==> src/rtl/rvs_pkg.sv <==
package rvs_pkg;

    typedef struct packed {
        logic p;
        logic q;
        logic r;
        logic s;
    } quad_t;

    typedef struct packed {
        logic p;
        logic q;
    } pair_t;

    typedef enum logic {
        TFF_DUAL_SW   = 1'b0,
        TFF_SINGLE_TG = 1'b1
    } tff_kind_e;

    localparam logic TIE_LO = 1'b0;
    localparam logic TIE_HI = 1'b1;

    // 4x4 switch gate: control a steers b or c onto q; r and s add d
    function automatic quad_t sw4(input logic a, input logic b,
                                  input logic c, input logic d);
        quad_t o;
        o.p = a;
        o.q = (~a & b) ^ (a & c);
        o.r = o.q ^ d;
        o.s = (a & b) ^ (~a & c) ^ d;
        return o;
    endfunction

    // 4x4 toggle gate
    function automatic quad_t tg4(input logic a, input logic b,
                                  input logic c, input logic d);
        quad_t o;
        o.p = a;
        o.q = (~b & c) ^ (~a & b) ^ (a & ~b & c);
        o.r = o.q ^ d;
        o.s = (~a & c) ^ (a & b);
        return o;
    endfunction

    // 2x2 controlled XOR
    function automatic pair_t cx2(input logic a, input logic b);
        pair_t o;
        o.p = a;
        o.q = a ^ b;
        return o;
    endfunction

endpackage

==> src/rtl/rvs_edge_sense.sv <==
module rvs_edge_sense (
    input  logic clk,
    input  logic rst,
    input  logic ck_in,
    output logic rise
);
    logic prev_q;

    // Reset value 1: a clock already high when reset ends is not an edge
    always_ff @(posedge clk) begin
        if (rst) prev_q <= 1'b1;
        else     prev_q <= ck_in;
    end

    assign rise = ck_in & ~prev_q;
endmodule

==> src/rtl/rvs_dlatch_cell.sv <==
module rvs_dlatch_cell
    import rvs_pkg::*;
#(
    parameter bit QN_EN = 1'b1
) (
    input  logic clk,
    input  logic rst,
    input  logic en,
    input  logic d,
    output logic q,
    output logic qn,
    output logic aux
);
    logic  q_r;
    quad_t g;

    // Inputs in order: enable, stored bit, data, constant 0
    always_comb g = sw4(en, q_r, d, TIE_LO);

    always_ff @(posedge clk) begin
        if (rst) q_r <= 1'b0;
        else     q_r <= g.r;
    end

    assign q   = q_r;
    assign aux = g.s;

    logic unused_sw;
    assign unused_sw = g.p ^ g.q;

    generate
        if (QN_EN) begin : g_qn
            pair_t cx;
            logic  unused_cx;
            always_comb cx = cx2(q_r, TIE_HI);
            assign qn        = cx.q;
            assign unused_cx = cx.p;
        end else begin : g_no_qn
            assign qn = 1'b0;
        end
    endgenerate
endmodule

==> src/rtl/rvs_tflop_cell.sv <==
module rvs_tflop_cell
    import rvs_pkg::*;
#(
    parameter tff_kind_e KIND = TFF_DUAL_SW
) (
    input  logic clk,
    input  logic rst,
    input  logic rise,
    input  logic t,
    output logic q,
    output logic flip
);
    logic q_r;

    generate
        if (KIND == TFF_DUAL_SW) begin : g_dual
            pair_t inv;
            quad_t g_tog;
            quad_t g_sel;
            logic  unused_dual;

            always_comb begin
                inv   = cx2(q_r, TIE_HI);
                // t selects stored bit or its inverse
                g_tog = sw4(t, q_r, inv.q, TIE_LO);
                // the edge strobe selects stored bit or candidate
                g_sel = sw4(rise, q_r, g_tog.q, TIE_LO);
            end

            always_ff @(posedge clk) begin
                if (rst) q_r <= 1'b0;
                else     q_r <= g_sel.r;
            end

            assign flip        = g_tog.r;
            assign unused_dual = inv.p ^ g_tog.p ^ g_tog.s
                               ^ g_sel.p ^ g_sel.q ^ g_sel.s;
        end else begin : g_single
            logic  qb_r;
            quad_t g_tg;
            pair_t mk;
            logic  unused_single;

            always_comb begin
                g_tg = tg4(t, qb_r, q_r, TIE_LO);
                mk   = cx2(g_tg.s, TIE_HI);
            end

            always_ff @(posedge clk) begin
                if (rst) begin
                    q_r  <= 1'b0;
                    qb_r <= 1'b1;
                end else if (rise) begin
                    q_r  <= g_tg.s;
                    qb_r <= mk.q;
                end
            end

            assign flip          = g_tg.s;
            assign unused_single = g_tg.p ^ g_tg.q ^ g_tg.r ^ mk.p;
        end
    endgenerate

    assign q = q_r;
endmodule

==> src/rtl/rvs_store_top.sv <==
module rvs_store_top
    import rvs_pkg::*;
#(
    parameter int        LANES    = 4,
    parameter bit        QN_EN    = 1'b1,
    parameter tff_kind_e TFF_KIND = TFF_DUAL_SW
) (
    input  logic             clk,
    input  logic             rst,
    input  logic [LANES-1:0] lat_en,
    input  logic [LANES-1:0] lat_d,
    output logic [LANES-1:0] lat_q,
    output logic [LANES-1:0] lat_qn,
    output logic [LANES-1:0] lat_aux,
    input  logic             tog_ck,
    input  logic [LANES-1:0] tog_t,
    output logic [LANES-1:0] tog_q,
    output logic [LANES-1:0] tog_flip
);
    logic tog_rise;

    rvs_edge_sense u_edge (
        .clk   (clk),
        .rst   (rst),
        .ck_in (tog_ck),
        .rise  (tog_rise)
    );

    generate
        for (genvar i = 0; i < LANES; i++) begin : g_lane
            rvs_dlatch_cell #(.QN_EN(QN_EN)) u_lat (
                .clk (clk),
                .rst (rst),
                .en  (lat_en[i]),
                .d   (lat_d[i]),
                .q   (lat_q[i]),
                .qn  (lat_qn[i]),
                .aux (lat_aux[i])
            );

            rvs_tflop_cell #(.KIND(TFF_KIND)) u_tff (
                .clk  (clk),
                .rst  (rst),
                .rise (tog_rise),
                .t    (tog_t[i]),
                .q    (tog_q[i]),
                .flip (tog_flip[i])
            );
        end
    endgenerate
endmodule

==> config.mk <==
export PLATFORM = sky130hd
export DESIGN_NAME = rvs_store_top
export DESIGN_NICKNAME = d
export VERILOG_FILES = /design/src/rtl/rvs_pkg.sv /design/src/rtl/rvs_edge_sense.sv /design/src/rtl/rvs_dlatch_cell.sv /design/src/rtl/rvs_tflop_cell.sv /design/src/rtl/rvs_store_top.sv
export SDC_FILE = /design/constraint.sdc
export NUM_CORES = 1
export LEC_CHECK = 0
export BUFFER_PORTS_ARGS = -buffer_cell sky130_fd_sc_hd__buf_2
export CAP_MARGIN = 15
export CORE_MARGIN = 4
export CORE_UTILIZATION = 38
export DETAILED_ROUTE_END_ITERATION = 8
export PLACE_DENSITY = 0.85
export SLEW_MARGIN = 15
export SYNTH_ARGS = -nofsm -noshare
export SYNTH_HDL_FRONTEND = slang
export SYNTH_SLANG_ARGS = --single-unit
==> constraint.sdc <==
create_clock -name clk -period 0.8 [get_ports clk]
set_input_delay 0.08 -clock clk [delete_from_list [all_inputs] [get_ports clk]]
set_output_delay 0.08 -clock clk [all_outputs]
set_load 0.02 [all_outputs]
==> Word-level counts from Yosys, hierarchy flattened <==
Cells that the tools add are included.
{ "op_classes": {"bitwise": 67} }
{ "ops": {"columns": ["operator", "count"], "rows": [
  ["$and 1x1->1", 33],
  ["$not 1->1", 18],
  ["$xor 1x1->1", 16]
]} }
{ "totals": {"wordCells": 76, "reg_bits": 9, "inputBits": 15, "output_inout_bits": 20} }

==> Depth between registers and ports, before layout <==
Gate-level depths: netlist of run 1.
{ "logic_depth": {"depth_word": 5, "depth_mapped": 3, "depth_no_buf": 2} }

==> Hierarchy <==
Synthesis of run 1 repeated with hierarchy kept, for this count alone.
{ "hier_totals": {"hier_cells": 43, "area_unflattened_um2": 462.9} }
{ "by_module_without_submodules": {"columns": ["module", "instances", "cells_each", "area_each_um2", "seq_area_each_um2"], "rows": [
  ["rvs_tflop_cell", 4, 5, 55.1, 20.0],
  ["rvs_dlatch_cell", 4, 5, 52.6, 20.0],
  ["rvs_edge_sense", 1, 3, 32.5, 20.0]
]} }

==> Worst setup path after synthesis of run 1 <==
No wires, ideal clock.
{ "synth_timing": {"kind": "register -> register", "startpoint": "register u_edge.prev_q", "endpoint": "register with a tool-made name", "stages_incl_launch_ff": 3, "slack_ns": -0.049, "path_buffers": 0, "period_less_slack_ns": 0.849, "required_time_ns": 0.679, "setup_ns": 0.121, "t_arrival_ns": 0.728, "cell_sequence": "dfxtp_1 nand3b_1 mux2_2"} }
{ "synth_rtl": {"columns": ["element", "line_no", "text"], "rows": [
  ["from (decl)", "rvs_edge_sense.sv:7", "logic prev_q;"],
  ["from (signal assigned)", "rvs_edge_sense.sv:12", "else prev_q <= ck_in;"]
]} }

==> qor.yml, run 1 <==
synthArstFlopShare_pct: 0
antenna_found_initial: 0
arrival_ns: 0.98
synthCells: 67
maxSlewHeadroom_pct: 88.6
grt_max_degree: 10
crit_chain: "mux2_4 -> buf_6"
synthTopCellsByArea: "dfxtp_1 29%, buf_4 24%, mux2_2 15%, mux2i_1 6.5%, xor2_1 5.7%"
netlist.area_leader.share_pct: 29.2
drc_errors: 0
rows: 14
core_area_um2: 1520
vias: 525
grt_first_pass_wirelength_mm: 2.29
power_density_nw_per_um2: 1360
synth_cell_type_count: 12
finalWirelength_mm: 1.62
max_freq_ghz: 0.944
synth_edf_count: 0
yosysSeqAreaShare_pct: 29.2
grt_overflow: 0
n_antenna_cell: 0
hold_buffers: 0
leakage_nw: 0.506
cts_tree: "yes"
track_usage_pct: 14.5
synth-seq-cells: 9
crit_type: "reg -> out"
startpoint_type: "flop"
numCtsBuffers: 3
dp.cells: 104
yosysMostFrequentCell: "buf_4"
netlist_top_cells_count: "20 x buf_4, 9 x dfxtp_1, 8 x mux2_2, 8 x nor2_1"
crit_path_max_fanout: 2
post-route-min-period_ns: 1.06
hold_path.class: "in -> reg"
synthesis.area_um2: 617
synth_nets: 82
drt_iter0_drc: 1
final.setup.worst_slack_ns: -0.259
hold_violations: 0
cts_root_buffer: "clkbuf_4"
synth_warnings: 0
violations: "negative setup slack"
drive_gt1_share_pct: 76.5
drt_pass1_iterations: 2
gp_congestion: 0.646
fillCellCount: 122
antenna_left: 0
max-cap-violations: 0
vias_per_cell: 4.61
cts.sinks: 9
fin_nets: 114
path_clk_slew_ns: 0.08
peakVddDrop_uv: 535
yosysTopAreaCell: "dfxtp_1"
worstSetupEndpointType: "primary output"
cp.required_ns: 0.72
cp_slowest_cell: "dfxtp_2"
die_y_um: 48.3
synth.avg_cell_area_um2: 9.21
first_global_vias: 542
finalCritPeriodShare_pct: 132
synth-main-ff-cell: "dfxtp_1"
wl_per_cell_um: 14.2
whs_ns: 0.0725
clockBufferDepth: 2
status: "finished with violations"
ios: 35
finalNonFillerCells: 114
dieArea_um2: 2330
start_util_pct: 40.5
cpPeakStageDelay_ns: 0.33
die_w_um: 48.3
worst_slew_pin_slew_ns: 0.166
rsz0062_at_grt: "true"
slew_viol_final: 0
area_delta_synth_final_pct: 57.6
insertion_delay_ns: 0.27
fin_skew_ns: 0.0000959
hpwl_um: 961
htree_levels: 1
setup_viol: 25
io_buffers: 34
-- kinds of logic after synthesis --
group	share of synthesized area, %
multiplexers	21.1
flip-flops	29.2
AND/OR/NAND/NOR	15.4
buffers and inverters	28.6
XOR/XNOR	5.68
-- worst paths after layout --
kind | startpoint | end | slack [ns] | cells after the start
max reg2reg | flop | flop | -0.17 | 3
min | tog_ck | u_edge.prev_q$_SDFF_PP1_ | 0.07 | 2
min reg2reg | flop | flop | 0.62 | 2
max | flop | lat_aux[1] | -0.26 | 2
-- repair_timing --
action / in CTS / in global routing
buffers inserted: 5 / 2
hold endpoints to repair: 0 / 0
pin swaps: 1 / 3
resized for setup: 57 / 11
gates cloned: 0 / 0
endpoints found under the setup margin: 24 / 27
-- routing by layer --
metal | track usage [%] | routed length (um)
met2 | 28.1 | 937
met4 | 9.14 | 16
met1 | 14.3 | 554
met3 | 1.48 | 107
met5 | 0 | 0
-- layout make-up --
| class | instances | area [um^2] | area share (%) |
|---|---|---|---|
| Sequential cell | 9 | 199 | 20.5 |
| Timing Repair Buffer | 48 | 419 | 43.1 |
| Clock inverter | 1 | 5.00 | 0.515 |
| Inverter | 4 | 15.0 | 1.54 |
| Clock buffer | 3 | 22.5 | 2.32 |
| Multi-Input combinational cell | 33 | 292 | 30.0 |
| Tap cell | 16 | 20.0 | 2.06 |
-- cells in the final DEF, fill, tap and decap left out, types with 4 or more instances in the layout --
cell | Yosys | routed
mux2_4 | 0 | 5
inv_2 | 0 | 4
dfxtp_2 | 0 | 6
buf_6 | 1 | 25
buf_4 | 20 | 9
xor2_1 | 4 | 4
nand3b_1 | 4 | 4
buf_2 | 0 | 14
nor2_1 | 8 | 8
-- worst max-delay path: cells and delay by family (launching register included) --
family,cells,cell delay [ns]
DFF,1,0.33
buffers and inverters,1,0.13
muxes,1,0.26
-- stage by stage --
step                      util, %  power [mW]  instance area, um^2  setup slack, ns  setup TNS, ns
after floorplan                 -       0.758                  618          -0.0378         -0.151
after global placement       46.4       0.808                  707          -0.0574         -0.227
after detailed placement     46.4       0.818                  707          -0.0855         -0.305
after CTS                    60.8        1.30                  926           -0.252          -3.90
after global routing         63.8        1.39                  972           -0.287          -4.76
final                        63.8        1.33                  972           -0.259          -3.97
-- power by group --
group	switching [mW]	internal, mW
Clock	0.189	0.185
Sequential	0.0197	0.468
Combinational	0.210	0.255
No activity file was read; power rests on OpenSTA's default activity.
==> run 2, diff against run 1 <==
Settings changed: ABC_AREA set to 1, CORE_UTILIZATION 38 to 37, GPL_ROUTABILITY_DRIVEN set to 0, RECOVER_POWER set to 25.
==> run 2 against run 1 <==
Sequential power up 4%. The flow still finishes with violations (negative setup slack). Register-to-register slack better by 0.13 ns. Clock skew increased by 0.0026 ns. Non-clock buffer count decreased by 3. Critical endpoint unchanged. Utilization fell by 2.5 points.
==> qor.yml, run 2 <==
status: "finished with violations"
violations: "negative setup slack"
grt_overflow: 0
grt_max_degree: 9
synthTopCellsByArea: "dfxtp_1 30%, buf_4 25%, nand2_1 15%, inv_1 9.5%, nor2_1 5.1%"
netlist_top_cells_count: "24 x nand2_1, 20 x buf_4, 15 x inv_1"
startpoint_type: "flop"
first_global_vias: 597
final.setup.worst_slack_ns: -0.175
multi_input_area_um2: 233
hold_buffers: 0
synth_edf_count: 0
cts_root_buffer: "clkbuf_4"
fillCellCount: 151
cts_tree: "yes"
synthArstFlopShare_pct: 0
io_buffers: 34
die_w_um: 48.0
vias_per_cell: 4.34
worst_slew_pin_slew_ns: 0.132
antenna_left: 0
synth-seq-cells: 9
synth.area.mux_share_pct: 0
slew_viol_final: 0
rr_worst_depth: 6
peakVddDrop_uv: 858
hold_path.class: "in -> reg"
synth_top_family_by_area: "buffers and inverters"
synthAdderAreaFrac_pct: 0
whs_ns: 0.0389
insertion_delay_ns: 0.25
drt_iter0_drc: 2
htree_levels: 1
yosysMostFrequentCell: "nand2_1"
worstSetupEndpointType: "primary output"
synth-main-ff-cell: "dfxtp_1"
synth_nets: 108
rows: 14
drt_pass1_iterations: 3
final_cell_mix: "21 x buf_6, 15 x nand2_1, 13 x buf_2"
regArea_um2: 195
n_antenna_cell: 0
crit_type: "reg -> out"
antenna_found_initial: 0
die_y_um: 48.0
finalWirelength_mm: 1.44
synthesis.area_um2: 592
start_util_pct: 39.3
hold_depth: 2
max-cap-violations: 0
power_density_nw_per_um2: 1450
yosys.area_share.simple_pct: 22.4
hold_violations: 0
hpwl_um: 988
netlist.area_leader.share_pct: 30.4
finalCritPeriodShare_pct: 122
fin_skew_ns: 0.00266
synth_warnings: 0
rsz0062_at_grt: "true"
fin_nets: 138
synth-xor-area-share_pct: 0
p_total_mw: 1.34
yosysSeqAreaShare_pct: 30.4
area_delta_synth_final_pct: 56.0
setup_viol: 21
vias: 599
post-place-ws_ns: 0.0460
synthCells: 93
rrSetupSlack_ns: -0.04
endpoint: "lat_aux[1]"
clockBufferDepth: 2
synth.avg_cell_area_um2: 6.36
cpPeakStageDelay_ns: 0.35
crit_chain: "nand2_1 -> o21ai_1 -> buf_4"
yosysTopAreaCell: "dfxtp_1"
ios: 35
leakage_nw: 0.505
final_common_cell: "buf_6"
track_usage_pct: 12.8
cp_slowest_cell: "dfxtp_2"
core_area_um2: 1510
place_area_um2: 632
arrival_ns: 0.89
dieArea_um2: 2300
max_freq_ghz: 1.03
drive_gt1_share_pct: 63.1
wl_per_cell_um: 10.4
final_area_um2: 923
maxSlewHeadroom_pct: 91.2
numCtsBuffers: 3
grt_first_pass_wirelength_mm: 2.15
cp.required_ns: 0.72
cts.sinks: 9
post-route-min-period_ns: 0.975
path_clk_slew_ns: 0.06
synth_cell_type_count: 12
crit_path_max_fanout: 4
synth-compound-area-share_pct: 10.1
drc_errors: 0
[run 2: kinds of logic after synthesis]
family / count (synthesis)
AND/OR/NAND/NOR: 34
flip-flops: 9
AO/OA/AOI/OAI: 12
buffers and inverters: 38
[run 2: final cells by class]
cell class	instances	area share (%)
Timing Repair Buffer	45	41.2
Multi-Input combinational cell	46	25.2
Sequential cell	9	21.1
Inverter	18	7.45
Clock buffer	4	2.85
Tap cell	16	2.17
[run 2: per-stage QoR]
step / TNS (ns) / utilization [%] / std cells
3_5_place_dp: 0 / 41.9 / 123
3_3_place_gp: 0 / 41.9 / 123
2_1_floorplan: 0 / - / 93
5_1_grt: -3.19 / 61.3 / 138
4_1_cts: -2.07 / 54.7 / 133
6_report: -2.23 / 61.3 / 138
[run 2: worst max-delay path: cells and delay by family (launching register included)]
family / cells / cell delay, ns
DFF: 1 / 0.35
buffers and inverters: 1 / 0.16
AOI/OAI and AO/OA: 1 / 0.08
and+or+nand+nor: 1 / 0.06
[run 2: worst min-delay path by stage]
stage                     slack [ns]       from                        to
final                           0.04  lat_en[0]                      flop
after CTS                       0.03  lat_en[0]                      flop
after global placement          0.29     tog_ck  u_edge.prev_q$_SDFF_PP1_
after detailed placement        0.30     tog_ck  u_edge.prev_q$_SDFF_PP1_
after global routing            0.03  lat_en[2]                      flop
after floorplan                 0.17  lat_en[1]                      flop
[run 2: layer usage]
layer  track usage, %  part of all wire, %
met1             12.4                   36
met2             24.3                   56
met3             4.51                  8.0
met4             4.84                    0
met5                0                    0
[run 2: timing repair]
item	in CTS	in global routing
gates resized for setup	54	21
endpoints found under the setup margin	20	24
pin swaps	5	4
buffers inserted	6	6
[run 2: where the power goes]
| part | switching (mW) | total (mW) | internal [mW] | leakage, nW |
|---|---|---|---|---|
| clock network | 0.152 | 0.344 | 0.192 | 0.0150 |
| registers | 0.0274 | 0.505 | 0.478 | 0.0778 |
| logic | 0.242 | 0.488 | 0.245 | 0.413 |
